**config.mk**
```make
export PLATFORM = sky130hd
export DESIGN_NAME = pgflash_rd_ctrl
export DESIGN_NICKNAME = d
export VERILOG_FILES = /design/src/rtl/pgflash_pkg.sv /design/src/rtl/pgflash_wait_timer.sv /design/src/rtl/pgflash_page_tag.sv /design/src/rtl/pgflash_idle_timer.sv /design/src/rtl/pgflash_rd_ctrl.sv
export SDC_FILE = /design/constraint.sdc
export NUM_CORES = 1
export LEC_CHECK = 0
export ABC_CLOCK_PERIOD_IN_PS = 2600
export BUFFER_PORTS_ARGS = -buffer_cell sky130_fd_sc_hd__buf_4
export CORE_MARGIN = 2
export CORE_UTILIZATION = 53
export DETAILED_ROUTE_END_ITERATION = 8
export HOLD_SLACK_MARGIN = 0.08
export PLACE_DENSITY = 0.8
export SYNTH_ARGS = -nofsm -noshare
export SYNTH_HDL_FRONTEND = slang
export SYNTH_SLANG_ARGS = --single-unit
```
**constraint.sdc**
```tcl
create_clock -name clk -period 2.6 [get_ports clk]
set_input_delay 0.52 -clock clk [delete_from_list [all_inputs] [get_ports clk]]
set_output_delay 0.52 -clock clk [all_outputs]
set_load 0.005 [all_outputs]
```
**src/rtl/pgflash_pkg.sv**
```systemverilog
package pgflash_pkg;

    // Sequencer state of the read controller.
    typedef enum logic [0:0] {
        ST_IDLE   = 1'b0,
        ST_ACCESS = 1'b1
    } rd_state_e;

    // Width of one byte lane on the flash data bus.
    localparam int LANE_W = 8;

endpackage

```
**src/rtl/pgflash_wait_timer.sv**
```systemverilog
module pgflash_wait_timer #(
    parameter int CNT_W = 8
) (
    input  logic             clk,
    input  logic             rst_n,
    input  logic             load,
    input  logic [CNT_W-1:0] load_val,
    output logic             done
);

    localparam logic [CNT_W-1:0] ONE = CNT_W'(1);

    logic [CNT_W-1:0] cnt_d, cnt_q;

    always_comb begin
        cnt_d = cnt_q;
        if (load) begin
            // A zero wait is stretched to one cycle.
            cnt_d = (load_val == '0) ? ONE : load_val;
        end else if (cnt_q != '0) begin
            cnt_d = cnt_q - ONE;
        end
    end

    always_ff @(posedge clk or negedge rst_n) begin
        if (!rst_n) cnt_q <= '0;
        else        cnt_q <= cnt_d;
    end

    assign done = (cnt_q == ONE);

    a_r10_load_nonzero: assert property (@(posedge clk) disable iff (!rst_n)
        load |=> (cnt_q != '0));

endmodule

```
**src/rtl/pgflash_page_tag.sv**
```systemverilog
module pgflash_page_tag #(
    parameter int PAGE_W = 20
) (
    input  logic              clk,
    input  logic              rst_n,
    input  logic              load_en,
    input  logic [PAGE_W-1:0] load_page,
    input  logic              load_mode,
    input  logic              drop,
    input  logic [PAGE_W-1:0] q_page,
    input  logic              q_mode,
    output logic              hit
);

    typedef struct packed {
        logic              valid;
        logic              mode;
        logic [PAGE_W-1:0] page;
    } tag_t;

    tag_t t_d, t_q;

    always_comb begin
        t_d = t_q;
        if (drop) begin
            t_d.valid = 1'b0;
        end else if (load_en) begin
            t_d.valid = 1'b1;
            t_d.page  = load_page;
            t_d.mode  = load_mode;
        end
    end

    always_ff @(posedge clk or negedge rst_n) begin
        if (!rst_n) t_q <= '0;
        else        t_q <= t_d;
    end

    // Hit needs same page and same width mode.
    assign hit = t_q.valid && (t_q.page == q_page) && (t_q.mode == q_mode);

    a_r9_no_load_on_drop: assert property (@(posedge clk) disable iff (!rst_n)
        !(load_en && drop));

endmodule

```
**src/rtl/pgflash_idle_timer.sv**
```systemverilog
module pgflash_idle_timer #(
    parameter int IDLE_W = 12
) (
    input  logic              clk,
    input  logic              rst_n,
    input  logic              run,
    input  logic              restart,
    input  logic [IDLE_W-1:0] limit,
    output logic              expire
);

    localparam int EXT_W = IDLE_W + 1;

    logic [IDLE_W-1:0] cnt_d, cnt_q;
    logic [EXT_W-1:0]  next_cnt;

    assign next_cnt = {1'b0, cnt_q} + EXT_W'(1);

    always_comb begin
        cnt_d = cnt_q;
        if (!run || restart) begin
            cnt_d = '0;
        end else if (cnt_q != '1) begin
            cnt_d = cnt_q + IDLE_W'(1);
        end
    end

    always_ff @(posedge clk or negedge rst_n) begin
        if (!rst_n) cnt_q <= '0;
        else        cnt_q <= cnt_d;
    end

    // An accepted request in the same cycle beats the timeout.
    assign expire = run && !restart && (limit != '0) &&
                    (next_cnt == {1'b0, limit});

endmodule

```
**src/rtl/pgflash_rd_ctrl.sv**
```systemverilog
module pgflash_rd_ctrl #(
    parameter int BADDR_W    = 24,
    parameter int DATA_W     = 16,
    parameter int CNT_W      = 8,
    parameter int IDLE_W     = 12,
    parameter int PAGE_WORDS = 8
) (
    input  logic               clk,
    input  logic               rst_n,
    input  logic [CNT_W-1:0]   cfg_tacc,
    input  logic [CNT_W-1:0]   cfg_tpacc,
    input  logic [IDLE_W-1:0]  cfg_idle,
    input  logic               req_valid,
    output logic               req_ready,
    input  logic [BADDR_W-1:0] req_addr,
    input  logic               req_byte,
    output logic               rsp_valid,
    output logic [DATA_W-1:0]  rsp_data,
    output logic               rsp_hit,
    output logic               fl_ce_n,
    output logic               fl_oe_n,
    output logic               fl_we_n,
    output logic               fl_byte_n,
    output logic [BADDR_W-2:0] fl_addr,
    output logic               fl_alsb,
    input  logic [DATA_W-1:0]  fl_dq
);

    import pgflash_pkg::*;

    localparam int WADDR_W  = BADDR_W - 1;
    localparam int WOFF_W   = $clog2(PAGE_WORDS);
    localparam int PAGE_LSB = WOFF_W + 1;
    localparam int PAGE_W   = BADDR_W - PAGE_LSB;

    typedef struct packed {
        rd_state_e          state;
        logic               ce_n;
        logic               oe_n;
        logic               byte_n;
        logic               alsb;
        logic               hit;
        logic               rsp_valid;
        logic               rsp_hit;
        logic [WADDR_W-1:0] addr;
        logic [DATA_W-1:0]  rsp_data;
    } ctrl_t;

    localparam ctrl_t CTRL_RESET = '{
        state:     ST_IDLE,
        ce_n:      1'b1,
        oe_n:      1'b1,
        byte_n:    1'b1,
        alsb:      1'b0,
        hit:       1'b0,
        rsp_valid: 1'b0,
        rsp_hit:   1'b0,
        addr:      '0,
        rsp_data:  '0
    };

    ctrl_t s_d, s_q;

    logic              accept;
    logic              tag_hit;
    logic              wait_done;
    logic              idle_run;
    logic              idle_expire;
    logic [CNT_W-1:0]  wait_val;
    logic [PAGE_W-1:0] req_page;
    logic [DATA_W-1:0] capture;

    assign accept   = req_valid && (s_q.state == ST_IDLE);
    assign idle_run = (s_q.state == ST_IDLE) && !s_q.ce_n;
    assign req_page = req_addr[BADDR_W-1:PAGE_LSB];
    assign wait_val = tag_hit ? cfg_tpacc : cfg_tacc;

    // Byte mode returns only the low lane, zero-extended.
    assign capture = s_q.byte_n ? fl_dq : DATA_W'(fl_dq[LANE_W-1:0]);

    pgflash_page_tag #(
        .PAGE_W (PAGE_W)
    ) i_tag (
        .clk       (clk),
        .rst_n     (rst_n),
        .load_en   (accept),
        .load_page (req_page),
        .load_mode (req_byte),
        .drop      (idle_expire),
        .q_page    (req_page),
        .q_mode    (req_byte),
        .hit       (tag_hit)
    );

    pgflash_wait_timer #(
        .CNT_W (CNT_W)
    ) i_wait (
        .clk      (clk),
        .rst_n    (rst_n),
        .load     (accept),
        .load_val (wait_val),
        .done     (wait_done)
    );

    pgflash_idle_timer #(
        .IDLE_W (IDLE_W)
    ) i_idle (
        .clk     (clk),
        .rst_n   (rst_n),
        .run     (idle_run),
        .restart (accept),
        .limit   (cfg_idle),
        .expire  (idle_expire)
    );

    always_comb begin
        s_d           = s_q;
        s_d.rsp_valid = 1'b0;
        case (s_q.state)
            ST_IDLE: begin
                if (accept) begin
                    s_d.state  = ST_ACCESS;
                    s_d.ce_n   = 1'b0;
                    s_d.oe_n   = 1'b0;
                    s_d.byte_n = ~req_byte;
                    s_d.alsb   = req_byte & req_addr[0];
                    s_d.addr   = req_addr[BADDR_W-1:1];
                    s_d.hit    = tag_hit;
                end else if (idle_expire) begin
                    s_d.ce_n   = 1'b1;
                end
            end
            ST_ACCESS: begin
                if (wait_done) begin
                    s_d.state     = ST_IDLE;
                    s_d.oe_n      = 1'b1;
                    s_d.rsp_valid = 1'b1;
                    s_d.rsp_hit   = s_q.hit;
                    s_d.rsp_data  = capture;
                end
            end
            default: s_d.state = ST_IDLE;
        endcase
    end

    always_ff @(posedge clk or negedge rst_n) begin
        if (!rst_n) s_q <= CTRL_RESET;
        else        s_q <= s_d;
    end

    assign req_ready = (s_q.state == ST_IDLE);
    assign rsp_valid = s_q.rsp_valid;
    assign rsp_data  = s_q.rsp_data;
    assign rsp_hit   = s_q.rsp_hit;
    assign fl_ce_n   = s_q.ce_n;
    assign fl_oe_n   = s_q.oe_n;
    assign fl_we_n   = 1'b1;
    assign fl_byte_n = s_q.byte_n;
    assign fl_addr   = s_q.addr;
    assign fl_alsb   = s_q.alsb;

    a_r1_oe_needs_ce: assert property (@(posedge clk) disable iff (!rst_n)
        !fl_oe_n |-> !fl_ce_n);

    a_r2_busy_not_ready: assert property (@(posedge clk) disable iff (!rst_n)
        (!fl_oe_n && !rsp_valid) |-> !req_ready);

    a_r3_addr_hold: assert property (@(posedge clk) disable iff (!rst_n)
        (!fl_oe_n && $past(!fl_oe_n)) |-> ($stable(fl_addr) && $stable(fl_alsb)));

    a_r4_hit_needs_ce: assert property (@(posedge clk) disable iff (!rst_n)
        tag_hit |-> !fl_ce_n);

    a_r11_rsp_pulse: assert property (@(posedge clk) disable iff (!rst_n)
        rsp_valid |=> !rsp_valid);

endmodule

```
# Word level (Yosys, flattened, before mapping)
# Cells that the tools add are included.
op_classes:
  add_sub_neg: 3
  n_eq_ne: 7
  muxes: 19
  bitwise_logic: 4
  reduce_logical: 22
op_table:
  columns: ["op", "n"]
  rows:
  - ["8-bit 2-to-1 mux", 4]
  - ["12-bit 2-to-1 mux", 2]
  - ["22-bit 2-to-1 mux", 1]
  - ["20-bit == test", 1]
  - ["16-bit 2-to-1 mux", 1]
  - ["12-bit by 1-bit adder with 13-bit output, second input constant", 1]
  - ["13-bit by 12-bit == test with 1-bit output", 1]
  - ["12-bit by 1-bit adder with 12-bit output, second input constant", 1]
  - ["12-bit != test, second input constant", 1]
  - ["12-bit nonzero test", 1]
  - ["2-bit AND reduction", 5]
  - ["8-bit by 1-bit == test with 1-bit output, second input constant", 1]
  - ["8-bit zero test", 1]
  - ["8-bit nonzero test", 1]
  - ["8-bit by 1-bit subtractor with 8-bit output, second input constant", 1]
  - ["1-bit logical AND", 7]
  - ["1-bit 2-to-1 mux", 6]
  - ["2-bit nonzero test", 3]
  - ["2-bit 2-to-1 mux", 2]
  - ["4-bit 2-to-1 mux", 1]
  - ["2-bit by 1-bit != test with 1-bit output, second input constant", 2]
  - ["1-bit one-hot mux with 2 select lines", 2]
  - ["1-bit zero test", 3]
  - ["1-bit inverter", 3]
  - ["3 further kinds", 3]
word_totals:
  reg_bits: 89
  input_bits: 72
  out_inout_bits: 47
  elab_cells: 70

# Logic depth before layout (Yosys ltp)
depth:
  depth_word: 8
  mapped_depth: 7
  ltp_nobuf: 7

# Modules after synthesis
# A second synthesis with hierarchy kept.
hier_totals:
  hier_cells: 425
  area_unflattened_um2: 4822.1
modules_own_cells:
  columns: ["module", "n_inst", "cells_each", "area_each_um2", "seq_area_each_um2"]
  rows:
  - ["pgflash_rd_ctrl", 1, 179, 2293.4, 1179.9]
  - ["pgflash_page_tag", 1, 77, 1056.0, 550.5]
  - ["pgflash_idle_timer", 1, 112, 944.7, 300.3]
  - ["pgflash_wait_timer", 1, 57, 528.0, 200.2]

# Least setup slack after synthesis
# OpenSTA, ideal clock, no wires.
synth_timing:
  path_type: "in2reg"
  startpoint: "in req_addr[11]"
  endpoint: "reg i_wait.cnt_q[6]"
  setup_ns: 0.124
  arrival_time_ns: 2.251
  required_ns: 2.476
  slack_ns: 0.225
  cell_stages: 6
  path_buffers: 1
  path_cell_list: "xor2_1 or4_1 or4_4 buf_6 o21a_1 o31a_1"
synth_between:
  elab_chain_len: 7
synth_lines:
  columns: ["item", "line", "text"]
  rows:
  - ["start: declaration", "pgflash_rd_ctrl.sv:15", "input logic [BADDR_W-1:0] req_addr,"]
  - ["20-bit == test (*)", "pgflash_page_tag.sv:40", "assign hit = t_q.valid && (t_q.page == q_page) && (t_q.mode == q_mode);"]
  - ["1-bit logical AND (*) (2 in series)", "pgflash_page_tag.sv:40", null]
  - ["8-bit 2-to-1 mux (*)", "pgflash_rd_ctrl.sv:76", "assign wait_val = tag_hit ? cfg_tpacc : cfg_tacc;"]
  - ["8-bit zero test", "pgflash_wait_timer.sv:19", "cnt_d = (load_val == '0) ? ONE : load_val;"]
  - ["8-bit 2-to-1 mux (*)", "pgflash_wait_timer.sv:19", null]
  - ["8-bit 2-to-1 mux (*)", "pgflash_wait_timer.sv:17", "if (load) begin"]
  - ["end signal: assignment", "pgflash_wait_timer.sv:27", "else cnt_q <= cnt_d;"]
  - ["end: declaration", "pgflash_wait_timer.sv:13", "logic [CNT_W-1:0] cnt_d, cnt_q;"]
# Mark *: on every way between the ends. The rest lies on a longest branch, timed or not.
# A chain may end at the register's enable or synchronous reset.

# Final worst setup path
layout_timing:
  startpoint: "reg i_tag.t_q[7] (netlist bit)"
  endpoint: "reg i_wait.cnt_q[6]"
layout_between:
  elab_chain_len: 7
layout_lines:
  columns: ["item", "line", "text"]
  rows:
  - ["start: declaration", "pgflash_page_tag.sv:21", "tag_t t_d, t_q;"]
  - ["start signal: assignment", "pgflash_page_tag.sv:36", "else t_q <= t_d;"]
  - ["20-bit == test (*)", "pgflash_page_tag.sv:40", null]
  - ["1-bit logical AND (*) (2 in series)", "pgflash_page_tag.sv:40", null]
  - ["8-bit 2-to-1 mux (*)", "pgflash_rd_ctrl.sv:76", null]
  - ["8-bit zero test", "pgflash_wait_timer.sv:19", null]
  - ["8-bit 2-to-1 mux (*)", "pgflash_wait_timer.sv:19", null]
  - ["8-bit 2-to-1 mux (*)", "pgflash_wait_timer.sv:17", null]
# Marks and branches as above.

==> flow_summary.json <==
{
  "holdBufCountCts": 0,
  "grt_start_max_net_pins": 47,
  "setup-tns-final_ps": 0,
  "insertedDiodeCount": 0,
  "grt_pass1_wl_mm": 17.5,
  "relSlewSlack": 0.496,
  "slew_viol_final": 0,
  "hp-class": "input port to asynchronous set/reset pin",
  "drt-vias-per-instance": 5.42,
  "syn_to_final_growth_pct": 19.9,
  "result_of_the_run": "finished, final reports clean",
  "slew_at_the_pin_closest_to_its_max_slew_limit_ps": 753,
  "clock_insertion_delay_worst_skew_ps": 360,
  "startpoint_type": "flop",
  "wl_per_cell_um": 14.9,
  "num_rows": 34,
  "crit_path_end_kind": "flop",
  "synth_area_um2": 4640,
  "yosys_register_bits": 89,
  "yosys.cell_types.count": 49,
  "htreeDepth": 3,
  "worst-path-max-fanout": 10,
  "post_synth_and_or_nand_nor_area_fraction": 0.250,
  "dominant_combinational_cell_family_by_area_after_synthesis": "simple AND/OR/NAND/NOR gates",
  "final.setup_skew_ps": 11.9,
  "synth_fp_nets": 592,
  "adder_and_majority_gate_portion_of_the_synthesized_area": 0.00809,
  "timing.critical_path.required_ps": 2850,
  "final_area_um2": 5560,
  "grt_pass1_vias": 3706,
  "die_x_um": 97.5,
  "global_route.overflow_total": 0,
  "cts_tree": "yes",
  "leakage_nw": 2.73,
  "count_of_flip_flops_with_a_built_in_enable_after_synthesis": 0,
  "floorplan.initialDensity": 0.540,
  "root_buffer": "sky130_fd_sc_hd__clkbuf_8",
  "clk_path_buf_depth": 2,
  "worst-endpoint-arrival_ps": 2540,
  "port_buffers": 117,
  "synth_sequential_area_ratio": 0.481,
  "post_synth_inst_count": 517,
  "dp.final_hpwl_mm": 7.83,
  "core_area_um2": 8590,
  "synth_compound_gate_area_share": 0.0720,
  "synthXorXnorAreaFrac": 0.0966,
  "antenna_found_initial": 0,
  "peakVddDrop_mv": 0.453,
  "die_h_um": 97.5,
  "top_level_ports": 119,
  "fmaxAchievable_ghz": 0.436,
  "yosys_most_used_dff": "sky130_fd_sc_hd__dfrtp_1",
  "initialDrtViolationCount": 217,
  "placed_cell_area_um2": 5350,
  "final_nets": 669,
  "finalSetupViolations": 0,
  "postSynth.asyncResetShare": 1.00,
  "clock-sinks": 89,
  "cts_made_buffers": 9,
  "top_cell_type_by_total_area_after_synthesis": "sky130_fd_sc_hd__dfrtp_1",
  "vias": 3834,
  "synth_top_cell_area_share": 0.464,
  "grt_setup_unrepaired": "false",
  "final_period_minus_worst_setup_slack_ps": 2300,
  "drive_above_1_share": 0.254,
  "timing.max_cap.violations": 0,
  "drc_errors": 0,
  "routability_driven_placement_congestion_ratio": 0.864,
  "postRouteWirelength_mm": 10.6,
  "power-per-cell-area_nw_per_um2": 848,
  "criticalPathCategory": "flop to flop",
  "grt_util_all_layers": 0.225,
  "yosys-mux-area-fraction": 0.00432,
  "synth.yosys.warnings": 0,
  "postCtsSetupRepairBufs": 0,
  "die_outline_area_um2": 9510,
  "syn-mean-instance-area_um2": 8.97,
  "finalHoldViolations": 0,
  "drtPass1Iterations": 4,
  "min_period_over_period": 0.883,
  "drt.antenna.violating_nets": 0,
  "ctsResizeCount": 0,
  "ys_top_cells_by_area": "sky130_fd_sc_hd__dfrtp_1, sky130_fd_sc_hd__nand2_1, sky130_fd_sc_hd__buf_4",
  "clk_transition_reported_paths_ps": 100
}
logic make-up (layout without fill, tap and decap cells):
kind of cell | Yosys count | count (layout)
AOI/OAI and AO/OA | 49 | 49
xor gates and xnor gates | 48 | 48
adders and majority gates | 3 | 3
buffers and inverters | 65 | 147
DFF | 89 | 89
muxes | 2 | 2
other | 1 | 1
and+or+nand+nor | 260 | 260
layout by cell type (no fill, tap or decap), types with 11 or more instances in the layout:
| cell type | n |
|---|---|
| sky130_fd_sc_hd__buf_4 | 124 |
| sky130_fd_sc_hd__xnor2_1 | 30 |
| sky130_fd_sc_hd__nor2_1 | 16 |
| sky130_fd_sc_hd__nor3_1 | 11 |
| sky130_fd_sc_hd__xor2_1 | 16 |
| sky130_fd_sc_hd__nand3_1 | 22 |
| sky130_fd_sc_hd__a21oi_1 | 11 |
| sky130_fd_sc_hd__dfrtp_1 | 86 |
| sky130_fd_sc_hd__nand2_1 | 167 |
flip-flops by register name, indices dropped and copies added (netlist names):
| name | count |
|---|---|
| s_q | 2 |
| i_idle.cnt_q | 12 |
| fl_oe_n | 1 |
| rsp_valid | 1 |
| fl_alsb | 1 |
| fl_byte_n | 1 |
| i_tag.t_q | 22 |
| rsp_data | 16 |
| rsp_hit | 1 |
| fl_ce_n | 1 |
| i_wait.cnt_q | 8 |
| fl_addr | 23 |
area by class of cell:
| cell class | instances | area [um2] |
|---|---|---|
| tap | 108 | 135 |
| clock inverter | 6 | 73.8 |
| fill | 734 | 3030 |
| inverter | 6 | 22.5 |
| clock buffer | 10 | 138 |
| multi-input combinational | 363 | 2010 |
| timing repair buffer | 125 | 951 |
| sequential | 89 | 2230 |
Yosys cell counts (9+ instances only):
library cell               count
sky130_fd_sc_hd__clkbuf_1     15
sky130_fd_sc_hd__nand4_1       9
sky130_fd_sc_hd__o21ai_0      10
sky130_fd_sc_hd__nor2_1       16
sky130_fd_sc_hd__xor2_1       16
sky130_fd_sc_hd__nand2_1     168
sky130_fd_sc_hd__xnor2_1      30
sky130_fd_sc_hd__nor3_1       11
sky130_fd_sc_hd__nand3_1      22
sky130_fd_sc_hd__buf_4        40
sky130_fd_sc_hd__dfrtp_1      86
sky130_fd_sc_hd__a21oi_1      11
worst paths after layout:
kind                              endpoint  cells after the start    startpoint  slack, ps
max in group asynchronous          fl_ce_n                      2         rst_n       1770
min                            rsp_data[3]                      1         rst_n        150
min reg2reg                   rsp_data[12]                      2  rsp_data[12]        480
min in group clk                fl_addr[0]                      3   req_addr[1]        350
max reg2reg                i_wait.cnt_q[6]                      5  i_tag.t_q[7]        300
max                        i_wait.cnt_q[6]                      5  i_tag.t_q[7]        300
power breakdown:
group          switching (mW)  internal [mW]  total (mW)
combinational           0.678          0.794        1.47
clock                   0.522          0.482        1.00
sequential              0.362           1.88        2.24
critical path: stages (launching register included):
cell and delay, ps:
sky130_fd_sc_hd__dfrtp_1 410, sky130_fd_sc_hd__xor2_1 150, sky130_fd_sc_hd__or4_1 520, sky130_fd_sc_hd__or4_4 610
sky130_fd_sc_hd__o21a_1 220, sky130_fd_sc_hd__o31a_1 270
metal layers:
layer | global-route usage | share of wire | wire (um)
met1 | 0.300 | 0.44 | 4600
met2 | 0.373 | 0.49 | 5190
met3 | 0.0403 | 0.057 | 602
met4 | 0.0726 | 0.016 | 165
met5 | 0 | 0 | 0
metrics by stage:
stage	setup slack [ps]	hold WS (ps)	total power, mW	instances	util
floorplan	225	224	3.28	517	-
global placement	80.9	450	3.65	691	0.622
detailed placement	54.0	459	3.74	691	0.622
CTS	311	171	4.75	707	0.647
global route	217	196	5.02	707	0.647
finish	304	151	4.71	707	0.647
(Power assumes the default switching activity.)
